[config.mk]
export PLATFORM = sky130hd
export DESIGN_NAME = ptw_top
export DESIGN_NICKNAME = d
export VERILOG_FILES = /design/src/rtl/ptw_pkg.sv /design/src/rtl/ptw_addr_gen.sv /design/src/rtl/ptw_classify.sv /design/src/rtl/ptw_ctrl.sv /design/src/rtl/ptw_top.sv
export SDC_FILE = /design/constraint.sdc
export NUM_CORES = 1
export LEC_CHECK = 0
export BUFFER_PORTS_ARGS = -buffer_cell sky130_fd_sc_hd__buf_2
export CORE_MARGIN = 2
export CORE_UTILIZATION = 56
export DETAILED_ROUTE_END_ITERATION = 8
export GPL_TIMING_DRIVEN = 1
export PLACE_DENSITY = 0.86
export SYNTH_ARGS = -nofsm -noshare
export SYNTH_HDL_FRONTEND = slang
export SYNTH_SLANG_ARGS = --single-unit
[constraint.sdc]
create_clock -name clk -period 5.5 [get_ports clk]
set_input_delay 0.275 -clock clk [delete_from_list [all_inputs] [get_ports clk]]
set_output_delay 0.275 -clock clk [all_outputs]
set_load 0.01 [all_outputs]
[src/rtl/ptw_pkg.sv]
package ptw_pkg;

    localparam int ADDR_W   = 32;
    localparam int DATA_W   = 32;
    localparam int LVL_W    = 2;
    localparam int ACC_W    = 3;
    localparam int FTYPE_W  = 3;
    localparam int CODE_W   = LVL_W + ACC_W + FTYPE_W + 2;
    localparam int PTR_SHIFT = 4;
    localparam logic [LVL_W-1:0] LAST_LVL = LVL_W'(3);

    typedef enum logic [1:0] {
        ENT_INVALID = 2'd0,
        ENT_DIR     = 2'd1,
        ENT_LEAF    = 2'd2,
        ENT_RSVD    = 2'd3
    } ent_kind_e;

    typedef enum logic [FTYPE_W-1:0] {
        FT_NONE    = 3'd0,
        FT_INVALID = 3'd1,
        FT_XLATE   = 3'd4
    } ftype_e;

    typedef enum logic {
        ST_IDLE  = 1'b0,
        ST_FETCH = 1'b1
    } walk_state_e;

    typedef struct packed {
        logic   descend;
        logic   is_fault;
        ftype_e ftype;
    } verdict_t;

    typedef struct packed {
        logic [ADDR_W-1:0] vaddr;
        logic [ADDR_W-1:0] root;
        logic [ACC_W-1:0]  acc;
    } walk_req_t;

    function automatic logic [ADDR_W-1:0] next_base(input logic [DATA_W-1:0] word);
        logic [DATA_W-1:0] w;
        w = word & ~DATA_W'(3);
        return ADDR_W'(w << PTR_SHIFT);
    endfunction

    function automatic logic [ADDR_W-1:0] root_addr(input logic [ADDR_W-1:0] ptr,
                                                    input logic [ADDR_W-1:0] num);
        return (ptr << PTR_SHIFT) + (num << PTR_SHIFT);
    endfunction

    function automatic logic [CODE_W-1:0] pack_fault(input logic [LVL_W-1:0] lvl,
                                                     input logic [ACC_W-1:0] acc,
                                                     input ftype_e ft);
        return {lvl, acc, ft, 2'b00};
    endfunction

endpackage

[src/rtl/ptw_addr_gen.sv]
module ptw_addr_gen
    import ptw_pkg::*;
#(
    parameter int AW = ADDR_W
) (
    input  logic [LVL_W-1:0] lvl,
    input  logic [AW-1:0]    root,
    input  logic [AW-1:0]    base,
    input  logic [AW-1:0]    vaddr,
    output logic [AW-1:0]    addr
);
    localparam int NLVL = 4;

    logic [AW-1:0] offs [NLVL];

    // Level 0 has no index slice; levels 1..3 take successively lower slices.
    genvar g;
    generate
        for (g = 0; g < NLVL; g++) begin : g_off
            if (g == 0) begin : g_root
                assign offs[g] = '0;
            end else if (g == 1) begin : g_l1
                assign offs[g] = AW'({vaddr[31:24], 2'b00});
            end else if (g == 2) begin : g_l2
                assign offs[g] = AW'({vaddr[23:18], 2'b00});
            end else begin : g_l3
                assign offs[g] = AW'({vaddr[17:12], 2'b00});
            end
        end
    endgenerate

    always_comb begin
        if (lvl == '0) addr = root;
        else           addr = base + offs[lvl];
    end
endmodule

[src/rtl/ptw_classify.sv]
module ptw_classify
    import ptw_pkg::*;
(
    input  logic [DATA_W-1:0] word,
    input  logic [LVL_W-1:0]  lvl,
    output verdict_t          verdict
);
    ent_kind_e kind;

    always_comb begin
        kind = ent_kind_e'(word[1:0]);
        verdict.descend  = 1'b0;
        verdict.is_fault = 1'b1;
        verdict.ftype    = FT_XLATE;
        unique case (kind)
            ENT_INVALID: verdict.ftype = FT_INVALID;
            ENT_DIR: begin
                if (lvl != LAST_LVL) begin
                    verdict.descend  = 1'b1;
                    verdict.is_fault = 1'b0;
                    verdict.ftype    = FT_NONE;
                end
            end
            ENT_LEAF: begin
                if (lvl != '0) begin
                    verdict.is_fault = 1'b0;
                    verdict.ftype    = FT_NONE;
                end
            end
            ENT_RSVD: verdict.ftype = FT_XLATE;
            default:  verdict.ftype = FT_XLATE;
        endcase
    end
endmodule

[src/rtl/ptw_ctrl.sv]
module ptw_ctrl
    import ptw_pkg::*;
(
    input  logic              clk,
    input  logic              rst,
    input  logic              start,
    input  walk_req_t         req_in,
    input  logic              mem_ack,
    input  logic [DATA_W-1:0] mem_rdata,
    input  verdict_t          verdict,
    output logic [LVL_W-1:0]  lvl,
    output logic [ADDR_W-1:0] base,
    output walk_req_t         req_q,
    output logic              fetching,
    output logic              done,
    output logic              fault,
    output logic [DATA_W-1:0] pte,
    output logic [LVL_W-1:0]  pte_level,
    output logic [CODE_W-1:0] fault_code
);
    walk_state_e st;
    logic        fire;

    assign fetching = (st == ST_FETCH);
    assign fire     = fetching && mem_ack;

    always_ff @(posedge clk) begin
        if (rst) begin
            st         <= ST_IDLE;
            lvl        <= '0;
            base       <= '0;
            req_q      <= '0;
            done       <= 1'b0;
            fault      <= 1'b0;
            pte        <= '0;
            pte_level  <= '0;
            fault_code <= '0;
        end else begin
            done <= 1'b0;
            unique case (st)
                ST_IDLE: begin
                    if (start) begin
                        req_q <= req_in;
                        lvl   <= '0;
                        base  <= '0;
                        st    <= ST_FETCH;
                    end
                end
                ST_FETCH: begin
                    if (fire) begin
                        if (verdict.descend) begin
                            lvl  <= lvl + LVL_W'(1);
                            base <= next_base(mem_rdata);
                        end else begin
                            st    <= ST_IDLE;
                            done  <= 1'b1;
                            fault <= verdict.is_fault;
                            if (verdict.is_fault) begin
                                pte        <= '0;
                                pte_level  <= '0;
                                fault_code <= pack_fault(lvl, req_q.acc, verdict.ftype);
                            end else begin
                                pte        <= mem_rdata;
                                pte_level  <= lvl;
                                fault_code <= '0;
                            end
                        end
                    end
                end
                default: st <= ST_IDLE;
            endcase
        end
    end
endmodule

[src/rtl/ptw_top.sv]
module ptw_top
    import ptw_pkg::*;
(
    input  logic              clk,
    input  logic              rst,
    input  logic              start,
    input  logic [31:0]       ctx_table_ptr,
    input  logic [31:0]       ctx_num,
    input  logic [31:0]       vaddr,
    input  logic [2:0]        access_type,
    output logic              busy,
    output logic              mem_req,
    output logic [31:0]       mem_addr,
    input  logic              mem_ack,
    input  logic [31:0]       mem_rdata,
    output logic              done,
    output logic              fault,
    output logic [31:0]       pte,
    output logic [1:0]        pte_level,
    output logic [9:0]        fault_code
);
    walk_req_t         req_in;
    walk_req_t         req_q;
    verdict_t          verdict;
    logic [LVL_W-1:0]  lvl;
    logic [ADDR_W-1:0] base;
    logic              fetching;

    always_comb begin
        req_in.vaddr = vaddr;
        req_in.root  = root_addr(ctx_table_ptr, ctx_num);
        req_in.acc   = access_type;
    end

    ptw_ctrl u_ctrl (
        .clk        (clk),
        .rst        (rst),
        .start      (start),
        .req_in     (req_in),
        .mem_ack    (mem_ack),
        .mem_rdata  (mem_rdata),
        .verdict    (verdict),
        .lvl        (lvl),
        .base       (base),
        .req_q      (req_q),
        .fetching   (fetching),
        .done       (done),
        .fault      (fault),
        .pte        (pte),
        .pte_level  (pte_level),
        .fault_code (fault_code)
    );

    ptw_classify u_cls (
        .word    (mem_rdata),
        .lvl     (lvl),
        .verdict (verdict)
    );

    ptw_addr_gen #(.AW(ADDR_W)) u_agen (
        .lvl   (lvl),
        .root  (req_q.root),
        .base  (base),
        .vaddr (req_q.vaddr),
        .addr  (mem_addr)
    );

    assign mem_req = fetching;
    assign busy    = fetching;
endmodule

### Word-level counts from Yosys, hierarchy flattened

Index checks and enable logic that the tools add are counted.

| storage, ports and cells | value |
|---|---|
| register bits | 148 |
| input port bits | 135 |
| output and inout bits | 80 |
| logic and storage cells | 59 |

| cells by class | value |
|---|---|
| add/sub/neg operators | 3 |
| magnitude comparators | 1 |
| equal/unequal tests | 7 |
| mux-type cells | 25 |
| bitwise operators | 4 |
| reductions and logical operators | 8 |

Operators with widths:

| operator | number |
|---|---|
| 2-to-1 mux 32 bit | 7 |
| adder 32 bit | 2 |
| binary-select mux 32 bit (select 2 bit) | 1 |
| one-hot mux 32 bit (2 select lines) | 1 |
| one-hot mux 3 bit (4 select lines) | 1 |
| 2-to-1 mux 10 bit | 1 |
| 2-to-1 mux 2 bit | 4 |
| inequality test 2 bit, second input constant | 4 |
| AND reduction 3 bit | 2 |
| 2-to-1 mux 1 bit | 5 |
| 2-to-1 mux 5 bit | 1 |
| == test 2 bit, second input constant | 2 |
| logical NOT 2 bit | 2 |
| 2-to-1 mux 4 bit | 1 |
| one-hot mux 1 bit (2 select lines) | 2 |
| one-hot mux 2 bit (2 select lines) | 1 |
| greater-or-equal comparator 3 bit, second input constant | 1 |
| inverter 1 bit | 3 |
| inverter 2 -> 3 bit | 1 |
| OR reduction 3 bit | 1 |
| adder 2 x 1 -> 2 bit, second input constant | 1 |
| == test 2 x 1 -> 1 bit, second input constant | 1 |
| AND reduction 2 bit | 1 |
| nonzero test 2 bit | 1 |
| logical AND 1 bit | 1 |

### Depth between registers and ports, before layout

| depth | value |
|---|---|
| depth in word-level cells | 6 |
| depth in mapped cells | 13 |
| depth with buffers taken out | 12 |

### By module

From an unflattened synthesis, not the netlist that was laid out.

| unflattened totals | value |
|---|---|
| cells, all modules | 963 |
| area, all modules | 7778.7 µm² |

By module, submodules not included:

| module | instances | cells an instance | area an instance (µm²) | sequential area each (µm²) |
|---|---|---|---|---|
| ptw_ctrl | 1 | 532 | 4814.6 | 2802.7 |
| ptw_top | 1 | 204 | 1498.9 | 0.0 |
| ptw_addr_gen | 1 | 213 | 1360.1 | 0.0 |
| ptw_classify | 1 | 14 | 105.1 | 0.0 |

### Worst setup path after synthesis

OpenSTA, ideal clock, no wires.

| path | value |
|---|---|
| kind | register to output |
| from | register u_ctrl.lvl[0] |
| to | output mem_addr[28] |
| arrival | 2821 ps |
| required time | 5225 ps |
| setup slack | 2404 ps |
| cell stages (with the launch flop) | 14 |
| buffers on the path | 2 |
| cell sequence | dfxtp_1 > clkbuf_1 > clkbuf_1 > nand3_1 > o21ai_0 > ha_1 > fa_1 > a21o_1 > a21oi_1 > nand2b_1 > nor3_1 > nand3_1 > xor2_1 > o21ai_0 |

| on the way | value |
|---|---|
| cells in the longest elaborated chain, start to end | 6 |
| elaborated cells between the ends (all ways) | 7 |

Ends and longest elaborated chain:

| what | RTL line | text |
|---|---|---|
| from (decl) | ptw_ctrl.sv:11 | `output logic [LVL_W-1:0] lvl,` |
| from (signal assigned) | ptw_ctrl.sv:52 | `lvl <= lvl + LVL_W'(1);` |
| inverter 2 -> 3 bit (implied by the code) | ptw_addr_gen.sv:34 | `else addr = base + offs[lvl];` |
| binary-select mux 32 bit (select 2 bit) | ptw_addr_gen.sv:34 |  |
| 2-to-1 mux 32 bit (implied by the code) (2 in a row) | ptw_addr_gen.sv:34 |  |
| adder 32 bit | ptw_addr_gen.sv:34 |  |
| 2-to-1 mux 32 bit * | ptw_addr_gen.sv:33 | `if (lvl == '0) addr = root;` |
| to (decl) | ptw_top.sv:13 | `output logic [31:0] mem_addr,` |

Every way passes the cells marked *; elsewhere a longest branch is shown, timed or not. The select of a mux whose other input is x is not followed.

### Worst setup path after layout

| path | value |
|---|---|
| from | register u_ctrl.lvl[0] |
| to | output mem_addr[30] |

Same word-level chain as after synthesis.

==> reports/metrics.sh <==
OUTCOME='finished, final reports clean'
RSZ_0062_RAISED_AFTER_GLOBAL_ROUTING='false'
WORSTMARGINPINSLEW_PS=1078
POSTCTSSETUPBUFFERS=0
CTS_BUFFER_DEPTH=2
FINAL_NETS=1227
CRITICAL-PATH-MAX-STAGE-DELAY_PS=850
CORE_AREA_MM2=0.01196
TIMING.CRITICAL_PATH.ARRIVAL_PS=3900
DETAIL-ROUTE-ANTENNA-NETS=0
WORST-SETUP-PATH-TYPE='reg -> out'
CLK_PIN_SLEW_WORST_PATHS_PS=50
HTREE_NUM_LEVELS=4
KIND_OF_LAUNCH_POINT_OF_THE_WORST_SETUP_PATH='flip-flop'
CLOCK-ROOT-BUFFER='clkbuf_16'
VDD_DROP_MAX_V=0.0002156
DETAIL_ROUTE.WIRELENGTH_MM=18.35
POSTSYNTHAREAPERCELL_UM2=7.651
FP.DIEAREA_MM2=0.01314
PORT-BUFFER-COUNT=189
INSERTEDDIODECOUNT=0
SYNTH_ASYNC_SR_FLOP_SHARE_PCT=0
CLK_SINK_COUNT=123
MOSTFREQUENTLAYOUTCELL='nand2_1'
CP_NUM_BUF_INV=1
INSTANCE_COUNT_OF_THE_MAPPED_NETLIST=896
TOTALNEGATIVESETUPSLACK_PS=0
CRIT_PATH_FREQUENT_CELL='o21ai_0'
SYNTH.FF_LATCH_COUNT=123
DRIVE_ABOVE_1_SHARE_PCT=22.46
TIMING_HOLD_VIOLATIONS_FINAL=0
FMAX_MHz=239.3
WORST_SLEW_MARGIN_REL_PCT=27.89
GRT-OVFL-TOTAL=0
CRIT_FANOUT=19
DRC=0
MIN-DELAY-PATH-CLASS='in -> reg'
POSTCTSHOLDBUFS=0
IOPINCOUNT=215
ANTENNA_FOUND_INITIAL=0
POWER_LEAKAGE_nW=3.613
LAYOUT.FILLER_CELLS=988
CRITICAL-PATH-SLOWEST-CELL='dfxtp_1'
TRITONCTS='built'
SYN-CELL-AREA_MM2=0.006855
SYNTH-EDFF-COUNT=0
GP_CONGESTION=0.9210
FINALWORSTPATHREQUIREDPERIOD_PS=4179
FINALWORSTSETUPSLACK_PS=1321
TRITONCTS.NUM_BUFFERS=17
FIN_SKEW_PS=7.982
LAYOUT_WORST_PATH_CYCLE_SHARE_PCT=75.99
CP_DATA_REQUIRED_TIME_PS=5220
DRT-WIRELENGTH-PER-CELL_UM=15.16
GRT_FIRST_PASS_WIRELENGTH_MM=29.32
CRIT_FAMILY='compound AO/OA/AOI/OAI gates'
DRV_CAP=0
AREA_DELTA_SYNTH_FINAL_PCT=21.63
PLACEDCELLCOUNT=1181
YS_SEQ_AREA_SHARE_PCT=35.92
HPWL_MM=13.20
SYNTH_CELL_TYPE_COUNT=58
GRTUSAGETOTAL_PCT=27.69
DETAIL_ROUTE.FIRST_PASS.ITERATIONS=5
INITIAL_UTILIZATION_PCT=57.31
YOSYS_MOST_USED_DFF='dfxtp_1'
SYNTH-WARNING-COUNT=0
CTS_RESIZED=0
FIRST_ITER_VIOLATIONS=559
CRIT_CHAIN='mux2i_1, o21ai_0, fa_1, a21o_1, a21oi_1, nand2b_1, nor3_1, nand3_1, xor2_1, o21ai_0, buf_2'
FINAL_CELLS=1211
CLKLATENCYLATEPIN_PS=410
P_PER_AREA_mW_PER_MM2=286.8
GRT_PASS1_VIAS=6249
GRT_START_MAX_NET_PINS=73
VIAS=6975
DPL_WORST_SLACK_PS=1775
FINAL-SETUP-VIOL-COUNT=0
STD_CELL_ROWS=40
DIE_HEIGHT_UM=114.6
ENDPOINT_KIND='primary output'
DRT-VIAS-PER-INSTANCE=5.760
FP.DIEW_UM=114.6
TIMING.FINAL.MAX_SLEW_VIOLATIONS=0
MOSTFREQUENTLAYOUTCELLS='nand2_1, buf_2, a21oi_1'
==> worst min-delay path, cell delays in order <==
cell and delay, ps:
buf_2 100, nand2_1 50, a21oi_1 50
==> cell families (layout without fill, tap and decap cells) <==
family / Yosys count / in the layout / synth area share [%]
fa+ha+maj: 39 / 39 / 7.337
xor+xnor: 46 / 46 / 5.877
flops: 123 / 123 / 35.92
mux: 11 / 11 / 1.661
other cells: 1 / 5 / 0.05470
buf+inv: 77 / 241 / 4.928
simple gates: 347 / 347 / 22.69
compound gates: 252 / 252 / 21.54
==> flip-flops by register name, indices dropped and copies added (netlist names) <==
register	cells
u_ctrl.fetching	1
u_ctrl.base	26
u_ctrl.lvl	2
u_ctrl.fault	1
u_ctrl.done	1
u_ctrl.pte_level	2
u_ctrl.req_q	51
u_ctrl.pte	32
u_ctrl.fault_code	7
==> final cells by class <==
class / instances / area [um^2] / area share, %
multi-input combinational: 700 / 4085 / 48.99
clock inverter: 6 / 37.54 / 0.4502
timing repair buffer: 196 / 1001 / 12.00
inverter: 15 / 56.30 / 0.6753
clock buffer: 24 / 511.7 / 6.137
sequential: 123 / 2462 / 29.53
tap: 147 / 183.9 / 2.206
==> stage by stage <==
stage	hold WS (ps)	util [%]	area (um^2)	total power [mW]
floorplan	354.9	-	6870	1.240
global placement	435.9	65.12	7789	1.373
detailed placement	440.4	65.12	7789	1.380
CTS	98.91	69.71	8338	2.395
global route	109.0	69.71	8338	2.483
finish	108.8	69.71	8338	2.392
==> where the power goes <==
part	total [mW]	switching (mW)	leakage [nW]	internal, mW
clock	1.02	0.383	0.266	0.640
sequential	0.955	0.0236	1.00	0.932
combinational	0.414	0.251	2.35	0.162
==> routing by layer <==
metal | part of all wire, % | track usage, % | vias up | routed length [um]
li1 | - | - | 3428 | -
met4 | 1.8 | 8.780 | 0 | 332
met1 | 45 | 36.47 | 3274 | 8316
met5 | 0 | 0 | - | 0
met3 | 5.6 | 4.870 | 31 | 1019
met2 | 47 | 46.15 | 242 | 8684
==> worst paths after layout <==
check                       from                    to  slack [ps]  cells after the start
hold reg to reg   u_ctrl.pte[11]        u_ctrl.pte[11]         450                      2
setup reg to reg   u_ctrl.lvl[0]  u_ctrl.fault_code[6]        2040                      7
hold / removal    access_type[2]       u_ctrl.req_q[2]         110                      3
setup / recovery   u_ctrl.lvl[0]          mem_addr[30]        1320                     11
==> synth_stat cells, types with 4 or more instances <==
| master | n | area, um^2 |
|---|---|---|
| a211oi_1 | 6 | 45.04 |
| o21ai_0 | 42 | 210.2 |
| xor2_1 | 24 | 210.2 |
| nor2b_1 | 4 | 25.02 |
| a21o_1 | 16 | 120.1 |
| dfxtp_1 | 123 | 2462 |
| nand2b_1 | 6 | 37.54 |
| o211ai_1 | 7 | 52.55 |
| nor3_1 | 10 | 50.05 |
| nand2_1 | 191 | 716.9 |
| o21ai_1 | 6 | 30.03 |
| nand3_1 | 68 | 340.3 |
| a21oi_1 | 126 | 630.6 |
| a31oi_1 | 9 | 56.30 |
| nand4_1 | 7 | 43.79 |
| inv_1 | 15 | 56.30 |
| xnor2_1 | 22 | 192.7 |
| buf_4 | 6 | 45.04 |
| nor2_1 | 36 | 135.1 |
| and3_1 | 8 | 50.05 |
| ha_1 | 37 | 462.9 |
| a22o_1 | 14 | 122.6 |
| mux2i_1 | 8 | 80.08 |
| o21bai_1 | 7 | 52.55 |
| clkbuf_1 | 42 | 157.7 |
| buf_1 | 9 | 33.78 |
Power figures use the tool's default switching activity.
